File: config.mk
export PLATFORM = sky130hd
export DESIGN_NAME = sc_cpu_core
export DESIGN_NICKNAME = d
export VERILOG_FILES = /design/src/rtl/sc_core_pkg.sv /design/src/rtl/sc_main_decode.sv /design/src/rtl/sc_alu_decode.sv /design/src/rtl/sc_alu.sv /design/src/rtl/sc_regfile.sv /design/src/rtl/sc_cpu_core.sv
export SDC_FILE = /design/constraint.sdc
export NUM_CORES = 2
export LEC_CHECK = 0
export ABC_AREA = 1
export BUFFER_PORTS_ARGS = -buffer_cell sky130_fd_sc_hd__buf_2
export CAP_MARGIN = 10
export CORE_MARGIN = 2
export CORE_UTILIZATION = 30
export DETAILED_ROUTE_END_ITERATION = 8
export REMOVE_ABC_BUFFERS = 1
export SLEW_MARGIN = 40
export SYNTH_ARGS = -nofsm -noshare
export SYNTH_HDL_FRONTEND = slang
export SYNTH_SLANG_ARGS = --single-unit
File: constraint.sdc
create_clock -name clk -period 34.7 [get_ports clk]
set_clock_uncertainty 0.1 [all_clocks]
set_input_delay 1.735 -clock clk [delete_from_list [all_inputs] [get_ports clk]]
set_output_delay 1.735 -clock clk [all_outputs]
set_load 0.05 [all_outputs]
File: src/rtl/sc_core_pkg.sv
package sc_core_pkg;

  localparam int XLEN = 32;

  localparam logic [5:0] OP_RTYPE = 6'b000000;
  localparam logic [5:0] OP_LOAD  = 6'b100011;
  localparam logic [5:0] OP_STORE = 6'b101011;
  localparam logic [5:0] OP_BEQ   = 6'b000100;
  localparam logic [5:0] OP_JUMP  = 6'b000010;

  localparam logic [5:0] FN_ADD = 6'b100000;
  localparam logic [5:0] FN_SUB = 6'b100010;
  localparam logic [5:0] FN_AND = 6'b100100;
  localparam logic [5:0] FN_OR  = 6'b100101;
  localparam logic [5:0] FN_SLT = 6'b101010;

  typedef enum logic [1:0] {
    ALUOP_ADD   = 2'b00,
    ALUOP_SUB   = 2'b01,
    ALUOP_FUNCT = 2'b10
  } alu_op_e;

  typedef enum logic [2:0] {
    ALU_AND = 3'b000,
    ALU_OR  = 3'b010,
    ALU_ADD = 3'b100,
    ALU_SUB = 3'b101,
    ALU_SLT = 3'b111
  } alu_sel_e;

  typedef struct packed {
    logic    reg_write;
    logic    alu_src;
    logic    mem_to_reg;
    logic    reg_dst;
    logic    mem_read;
    logic    mem_write;
    logic    branch;
    logic    jump;
    alu_op_e alu_op;
  } ctrl_t;

  function automatic logic [31:0] enc_r(input logic [4:0] rs, input logic [4:0] rt,
                                        input logic [4:0] rd, input logic [5:0] fn);
    return {OP_RTYPE, rs, rt, rd, 5'd0, fn};
  endfunction

  function automatic logic [31:0] enc_i(input logic [5:0] op, input logic [4:0] rs,
                                        input logic [4:0] rt, input logic [15:0] imm);
    return {op, rs, rt, imm};
  endfunction

  function automatic logic [31:0] enc_j(input logic [25:0] tgt);
    return {OP_JUMP, tgt};
  endfunction

  // Seed pattern for the data memory: word i = i*8 - 20
  function automatic logic [31:0] seed_word(input int idx);
    return 32'(idx * 8 - 20);
  endfunction

  // Built-in program, indexed by instruction word
  function automatic logic [31:0] boot_word(input int idx);
    case (idx)
      0:  return enc_i(OP_LOAD,  5'd0,  5'd1,  16'd0);
      1:  return enc_i(OP_LOAD,  5'd0,  5'd2,  16'd8);
      2:  return enc_i(OP_LOAD,  5'd0,  5'd3,  16'd20);
      3:  return enc_r(5'd1, 5'd3, 5'd4, FN_ADD);
      4:  return enc_r(5'd3, 5'd2, 5'd5, FN_SUB);
      5:  return enc_r(5'd1, 5'd3, 5'd6, FN_AND);
      6:  return enc_r(5'd1, 5'd3, 5'd7, FN_OR);
      7:  return enc_r(5'd1, 5'd3, 5'd8, FN_SLT);
      8:  return enc_r(5'd3, 5'd1, 5'd9, FN_SLT);
      9:  return enc_r(5'd3, 5'd3, 5'd0, FN_ADD);
      10: return enc_i(OP_STORE, 5'd0,  5'd5,  16'd36);
      11: return enc_i(OP_LOAD,  5'd0,  5'd10, 16'd36);
      12: return enc_i(OP_BEQ,   5'd1,  5'd3,  16'd5);
      13: return enc_i(OP_BEQ,   5'd4,  5'd0,  16'd2);
      14: return enc_r(5'd3, 5'd3, 5'd5, FN_ADD);
      15: return enc_r(5'd3, 5'd3, 5'd5, FN_ADD);
      16: return enc_i(OP_STORE, 5'd10, 5'd7,  16'hFFFC);
      17: return enc_i(OP_LOAD,  5'd0,  5'd12, 16'd20);
      18: return enc_j(26'd21);
      19: return enc_r(5'd3, 5'd3, 5'd12, FN_ADD);
      20: return enc_r(5'd3, 5'd3, 5'd12, FN_ADD);
      21: return enc_i(OP_BEQ,   5'd0,  5'd0,  16'hFFFF);
      default: return 32'd0;
    endcase
  endfunction

endpackage

File: src/rtl/sc_main_decode.sv
module sc_main_decode
  import sc_core_pkg::*;
(
  input  logic [5:0] opcode,
  output ctrl_t      ctrl
);

  always_comb begin
    ctrl = '0;
    ctrl.alu_op = ALUOP_ADD;
    case (opcode)
      OP_RTYPE: begin
        ctrl.reg_write = 1'b1;
        ctrl.reg_dst   = 1'b1;
        ctrl.alu_op    = ALUOP_FUNCT;
      end
      OP_LOAD: begin
        ctrl.reg_write  = 1'b1;
        ctrl.alu_src    = 1'b1;
        ctrl.mem_to_reg = 1'b1;
        ctrl.mem_read   = 1'b1;
      end
      OP_STORE: begin
        ctrl.alu_src   = 1'b1;
        ctrl.mem_write = 1'b1;
      end
      OP_BEQ: begin
        ctrl.branch = 1'b1;
        ctrl.alu_op = ALUOP_SUB;
      end
      OP_JUMP: begin
        ctrl.jump = 1'b1;
      end
      default: ;
    endcase
  end

  // a store never also writes back; at most one memory direction
  always_comb begin
    assert_store_no_wb_R6: assert (!(ctrl.mem_write && ctrl.reg_write));
    assert_mem_excl_R6: assert ($onehot0({ctrl.mem_read, ctrl.mem_write}));
  end

endmodule

File: src/rtl/sc_alu_decode.sv
module sc_alu_decode
  import sc_core_pkg::*;
(
  input  alu_op_e    alu_op,
  input  logic [5:0] funct,
  output alu_sel_e   alu_sel
);

  always_comb begin
    case (alu_op)
      ALUOP_ADD: alu_sel = ALU_ADD;
      ALUOP_SUB: alu_sel = ALU_SUB;
      default: begin
        case (funct)
          FN_SUB:  alu_sel = ALU_SUB;
          FN_AND:  alu_sel = ALU_AND;
          FN_OR:   alu_sel = ALU_OR;
          FN_SLT:  alu_sel = ALU_SLT;
          default: alu_sel = ALU_ADD;
        endcase
      end
    endcase
  end

endmodule

File: src/rtl/sc_alu.sv
module sc_alu
  import sc_core_pkg::*;
#(
  parameter int W = XLEN
) (
  input  logic [W-1:0] op_a,
  input  logic [W-1:0] op_b,
  input  alu_sel_e     sel,
  output logic [W-1:0] result,
  output logic         zero
);

  always_comb begin
    case (sel)
      ALU_AND: result = op_a & op_b;
      ALU_OR:  result = op_a | op_b;
      ALU_SUB: result = op_a - op_b;
      ALU_SLT: result = {{(W-1){1'b0}}, ($signed(op_a) < $signed(op_b))};
      default: result = op_a + op_b;
    endcase
  end

  assign zero = (result == '0);

endmodule

File: src/rtl/sc_regfile.sv
module sc_regfile #(
  parameter int W      = 32,
  parameter int NREGS  = 32,
  localparam int AW    = $clog2(NREGS)
) (
  input  logic          clk,
  input  logic          rst_n,
  input  logic [AW-1:0] ra_a,
  input  logic [AW-1:0] ra_b,
  input  logic [AW-1:0] ra_dbg,
  output logic [W-1:0]  rd_a,
  output logic [W-1:0]  rd_b,
  output logic [W-1:0]  rd_dbg,
  input  logic          we,
  input  logic [AW-1:0] wa,
  input  logic [W-1:0]  wd
);

  logic [W-1:0] regs [1:NREGS-1];
  logic         wr_en;

  // register 0 has no storage; its writes are dropped here
  assign wr_en = we && (wa != '0);

  always_ff @(posedge clk) begin
    if (wr_en) regs[wa] <= wd;
  end

  assign rd_a   = (ra_a   == '0) ? '0 : regs[ra_a];
  assign rd_b   = (ra_b   == '0) ? '0 : regs[ra_b];
  assign rd_dbg = (ra_dbg == '0) ? '0 : regs[ra_dbg];

  assert_reg_commit_R4: assert property (@(posedge clk) disable iff (!rst_n)
    (we && wa != '0) |=> regs[$past(wa)] == $past(wd));

endmodule

File: src/rtl/sc_cpu_core.sv
module sc_cpu_core
  import sc_core_pkg::*;
#(
  parameter int IMEM_WORDS = 32,
  parameter int DMEM_WORDS = 32
) (
  input  logic        clk,
  input  logic        rst_n,
  input  logic [4:0]  dbg_sel,
  output logic [31:0] dbg_reg,
  output logic [31:0] dbg_pc
);

  localparam int IIDX_W = $clog2(IMEM_WORDS);
  localparam int DIDX_W = $clog2(DMEM_WORDS);

  // Reset: asserted asynchronously, released after two clock edges
  logic [1:0] rst_pipe;
  logic       core_rst_n;

  always_ff @(posedge clk or negedge rst_n) begin
    if (!rst_n) rst_pipe <= 2'b00;
    else        rst_pipe <= {rst_pipe[0], 1'b1};
  end
  assign core_rst_n = rst_pipe[1];

  // Program counter
  logic [XLEN-1:0] pc_q, pc_d;

  always_ff @(posedge clk or negedge core_rst_n) begin
    if (!core_rst_n) pc_q <= '0;
    else             pc_q <= pc_d;
  end

  // Instruction memory: constant table
  logic [31:0] imem_rom [IMEM_WORDS];
  for (genvar g = 0; g < IMEM_WORDS; g++) begin : g_rom
    assign imem_rom[g] = boot_word(g);
  end

  logic [31:0] instr;
  assign instr = imem_rom[pc_q[IIDX_W+1:2]];

  logic [5:0]  f_op, f_fn;
  logic [4:0]  f_rs, f_rt, f_rd, f_sh;
  logic [15:0] f_imm;
  logic [25:0] f_tgt;
  assign f_op  = instr[31:26];
  assign f_rs  = instr[25:21];
  assign f_rt  = instr[20:16];
  assign f_rd  = instr[15:11];
  assign f_sh  = instr[10:6];
  assign f_fn  = instr[5:0];
  assign f_imm = instr[15:0];
  assign f_tgt = instr[25:0];

  ctrl_t    ctrl;
  alu_sel_e alu_sel;

  sc_main_decode u_main_dec (.opcode(f_op), .ctrl(ctrl));
  sc_alu_decode  u_alu_dec  (.alu_op(ctrl.alu_op), .funct(f_fn), .alu_sel(alu_sel));

  // Register file
  logic [XLEN-1:0] rs_data, rt_data, wb_data;
  logic [4:0]      wb_addr;

  assign wb_addr = ctrl.reg_dst ? f_rd : f_rt;

  sc_regfile #(.W(XLEN), .NREGS(32)) u_regs (
    .clk    (clk),
    .rst_n  (core_rst_n),
    .ra_a   (f_rs),
    .ra_b   (f_rt),
    .ra_dbg (dbg_sel),
    .rd_a   (rs_data),
    .rd_b   (rt_data),
    .rd_dbg (dbg_reg),
    .we     (ctrl.reg_write),
    .wa     (wb_addr),
    .wd     (wb_data)
  );

  // Execute
  logic [XLEN-1:0] imm_sx, alu_b, alu_y;
  logic            alu_zero;

  assign imm_sx = {{(XLEN-16){f_imm[15]}}, f_imm};
  assign alu_b  = ctrl.alu_src ? imm_sx : rt_data;

  sc_alu #(.W(XLEN)) u_alu (
    .op_a   (rs_data),
    .op_b   (alu_b),
    .sel    (alu_sel),
    .result (alu_y),
    .zero   (alu_zero)
  );

  // Data memory: seeded by reset, one write port, combinational read
  logic [XLEN-1:0]   dmem_q [DMEM_WORDS];
  logic [DIDX_W-1:0] d_idx;
  logic              dmem_we;
  logic [XLEN-1:0]   d_rdata;

  assign d_idx   = alu_y[DIDX_W+1:2];
  assign dmem_we = ctrl.mem_write;
  assign d_rdata = dmem_q[d_idx];

  always_ff @(posedge clk or negedge core_rst_n) begin
    if (!core_rst_n) begin
      for (int i = 0; i < DMEM_WORDS; i++) dmem_q[i] <= seed_word(i);
    end else if (dmem_we) begin
      dmem_q[d_idx] <= rt_data;
    end
  end

  assign wb_data = ctrl.mem_to_reg ? d_rdata : alu_y;

  // Next PC
  logic [XLEN-1:0] pc_plus4, br_target, jmp_target;
  logic            br_taken;

  assign pc_plus4   = pc_q + 32'd4;
  assign br_target  = pc_plus4 + {imm_sx[XLEN-3:0], 2'b00};
  assign jmp_target = {pc_plus4[31:28], f_tgt, 2'b00};
  assign br_taken   = ctrl.branch && alu_zero;

  always_comb begin
    if (ctrl.jump)     pc_d = jmp_target;
    else if (br_taken) pc_d = br_target;
    else               pc_d = pc_plus4;
  end

  assign dbg_pc = pc_q;

  logic unused_bits;
  assign unused_bits = ^{f_sh, ctrl.mem_read, imm_sx[XLEN-1:XLEN-2]};

  // Assertions
  assert_pc_step_R3: assert property (@(posedge clk) disable iff (!core_rst_n)
    (!ctrl.jump && !br_taken) |=> pc_q == $past(pc_q) + 32'd4);

  assert_branch_target_R7: assert property (@(posedge clk) disable iff (!core_rst_n)
    br_taken |=> pc_q == $past(pc_q) + 32'd4 + {$past(imm_sx[XLEN-3:0]), 2'b00});

  assert_jump_region_R8: assert property (@(posedge clk) disable iff (!core_rst_n)
    ctrl.jump |=> (pc_q[1:0] == 2'b00) && (pc_q[31:28] == $past(pc_plus4[31:28])));

  assert_store_commit_R6: assert property (@(posedge clk) disable iff (!core_rst_n)
    dmem_we |=> dmem_q[$past(d_idx)] == $past(rt_data));

endmodule

==> results_dict.tcl <==
set metrics [dict create \
    drc_errors 0 \
    grt_pass1_vias 87341 \
    arrival_ps 10700 \
    powerDensity_nw_per_um2 42.7 \
    slew_violations 0 \
    grt_use_met3_pct 3.26 \
    grt_max_degree 182 \
    slew-limit-headroom_pct 39.6 \
    synth-async-reset-ratio_pct 51.6 \
    setup-violations-final 0 \
    ios 71 \
    yosys.cell_types.count 62 \
    row_count 217 \
    postRouteAntennaNets 0 \
    clock_latency_ps 900 \
    drive_above_1_share_pct 7.28 \
    synth_edf_count 992 \
    synth_ff_type "edfxtp_1" \
    fin_ws_ps 24270 \
    n_fill_cell 36489 \
    worst_slew_pin_slew_ps 906 \
    max_freq_mhz 95.9 \
    dieHeight_um 596 \
    cts.hold.buffers_added 0 \
    fin_tns_setup_ps 0 \
    r2r_start "dbg_pc[3]" \
    wl_mm 370 \
    rsz0062_at_grt "false" \
    required_ps 34970 \
    cp_slowest_cell "clkinv_1" \
    areaGrowthSynthToFinish_pct 13.7 \
    cp_max_fo 154 \
    r2r-end "u_regs.regs[30][28]" \
    cts_buffers 220 \
    initial_utilization_pct 30.1 \
    cts_setup_buffers 0 \
    dr.pass1.iters 7 \
    use_met1_pct 26.9 \
    track_usage_pct 20.4 \
    yosys_warnings 0 \
    synth_compound_area_share_pct 14.1 \
    ys_ff_latch 2048 \
    postSynthCellCount 13050 \
    synth_top_family_by_area "simple AND/OR/NAND/NOR gates" \
    busiest_layer "met2" \
    fin_nets 13317 \
    dpl_worst_slack_ps 24470 \
    final_util_pct 34.2 \
    yosys.area_share.simple_pct 24.2 \
    coreArea_um2 349000 \
    layout_commonest_cell "nand2_1" \
    cts.sinks 2048 \
    outcome "complete, no violations" \
    p_leak_nw 52.0 \
    cp-end-kind "flop" \
    die_w_um 596 \
    clkTransAtPathRegs_ps 60 \
    dp_cells 17542 \
    hold_class "reg -> async" \
    cts_tree "built" \
    grt_pass1_wl_mm 556 \
    setup.worst_path.class "reg -> reg" \
    yosysSeqAreaShare_pct 53.7 \
    synth_fa_ha_area_share_pct 1.72 \
    syn-cell-area_um2 105000 \
    rr_worst_depth 33 \
    use_met2_pct 33.2 \
    vias 91894 \
    max_cap_violations 0 \
    final_cell_mix "4,466 x nand2_1, 1,936 x o21ai_0, 1,283 x nor2_1" \
    hold_viol 0 \
    clockBufferDepth 3 \
    hpwlAfterDp_mm 219 \
    fp.dieArea_um2 355000 \
    critPathLaunchType "flop" \
    synth_xor_xnor_area_share_pct 0.692 \
    muxShareOfSynthArea_pct 0 \
    io_buffers 68 \
    power_mw 5.10 \
    antenna_found_initial 12 \
    fin_crit_ps 10430 \
    routabilityCongestion 0.989 \
    critical_path.max_stage_delay_ps 710 \
    syn_avg_cell_area_um2 8.05 \
    cts.repair.resized 0 \
    root_buffer "clkbuf_16" \
    drt_iter0_drc 10866 \
    min_period_over_period_pct 30.1 \
    ir_drop_uv 52.7 \
    finalNonFillerCells 17968 \
    overflow 0 \
    routed_via_density 5.11 \
    htree_num_levels 4 \
    wl_per_cell_um 20.6 \
    path_common_cell "nand2_1" \
    rrSetupSlack_ps 24270 \
]
per-stage QoR:
stage / hold WS (ps) / area [um2]
floorplan: 231 / 103000
global placement: 237 / 112000
detailed placement: 237 / 112000
CTS: 252 / 119000
global route: 266 / 119000
finish: 249 / 119000
cell usage after synthesis (4+ instances only):
| library cell | instances | area share (%) |
|---|---|---|
| nand3_1 | 461 | 2.2 |
| nor3_1 | 26 | 0.12 |
| o22ai_1 | 248 | 1.5 |
| a21oi_2 | 4 | 0.033 |
| nor2_4 | 5 | 0.054 |
| nand4_1 | 102 | 0.61 |
| xnor2_1 | 22 | 0.18 |
| xor2_1 | 61 | 0.51 |
| a221oi_1 | 17 | 0.14 |
| o21a_1 | 5 | 0.036 |
| and2_1 | 5 | 0.030 |
| nand2_2 | 6 | 0.036 |
| a211oi_1 | 36 | 0.26 |
| inv_2 | 13 | 0.046 |
| o32ai_1 | 9 | 0.075 |
| o21ai_0 | 1936 | 9.2 |
| a21oi_1 | 317 | 1.5 |
| ha_1 | 140 | 1.7 |
| nor2_1 | 1310 | 4.7 |
| nor4_1 | 6 | 0.036 |
| nand2_1 | 4504 | 16 |
| o221ai_1 | 12 | 0.10 |
| o21bai_1 | 19 | 0.14 |
| buf_2 | 62 | 0.30 |
| dfstp_2 | 184 | 4.6 |
| o21ai_1 | 60 | 0.29 |
| buf_1 | 65 | 0.23 |
| buf_4 | 7 | 0.050 |
| a31oi_1 | 22 | 0.13 |
| nand3b_1 | 17 | 0.12 |
| edfxtp_1 | 992 | 28 |
| o211ai_1 | 67 | 0.48 |
| clkbuf_1 | 769 | 2.7 |
| nor2_2 | 11 | 0.066 |
| or2_2 | 4 | 0.024 |
| inv_1 | 610 | 2.2 |
| dfrtp_1 | 872 | 21 |
flip-flops by register name, summed over array words and instances (netlist names):
name         flops
u_regs.regs    992
dmem_q        1024
rst_pipe         2
dbg_pc          30
layer usage:
metal | vias to the layer above | wire (um)
met5 | - | 0
met4 | 0 | 16400
met3 | 852 | 31000
met2 | 4049 | 169000
met1 | 44148 | 154000
li1 | 42845 | -
critical path, delay by kind of cell (launching register included):
| kind | cells | cell delay (ps) |
|---|---|---|
| AOI/OAI and AO/OA | 5 | 920 |
| and+or+nand+nor | 13 | 2330 |
| adders and majority gates | 3 | 1110 |
| xor gates and xnor gates | 1 | 280 |
| DFF | 1 | 520 |
| buffers and inverters | 11 | 4480 |
cell type report:
cell class	count	area, um2	area share (%)
antenna	10	25.0	0.0210
clock buffer	307	6220	5.20
clock inverter	107	1050	0.876
inverter	626	2390	2.00
multi-input combinational	9984	45200	37.8
sequential	2048	56400	47.3
tap	4599	5750	4.82
timing repair buffer	287	2400	2.01
logic make-up after synthesis:
group           after synthesis
simple gates               6470
compound gates             2773
flops                      2048
buf+inv                    1531
fa+ha+maj                   143
xor+xnor                     83
other cells                   2
power by group:
group / total (mW) / leakage [nW] / internal [mW] / switching [mW]
logic: 0.174 / 24.8 / 0.0385 / 0.136
registers: 2.56 / 23.6 / 2.55 / 0.00391
clock network: 2.37 / 3.59 / 1.34 / 1.03
total: 5.10 / 52.0 / 3.93 / 1.17
worst max path at each step:
stage / startpoint / endpoint / cells past startpoint
6_report: dbg_pc[3] / u_regs.regs[30][28] / 33
5_1_grt: dbg_pc[3] / u_regs.regs[3][28] / 33
4_1_cts: dbg_pc[3] / u_regs.regs[3][28] / 34
3_5_place_dp: dbg_pc[3] / u_regs.regs[28][28] / 34
3_3_place_gp: dbg_pc[4] / dmem_q[145] / 27
2_1_floorplan: rst_pipe[1] / dbg_pc[10] / 0
(Power assumes the default switching activity.)
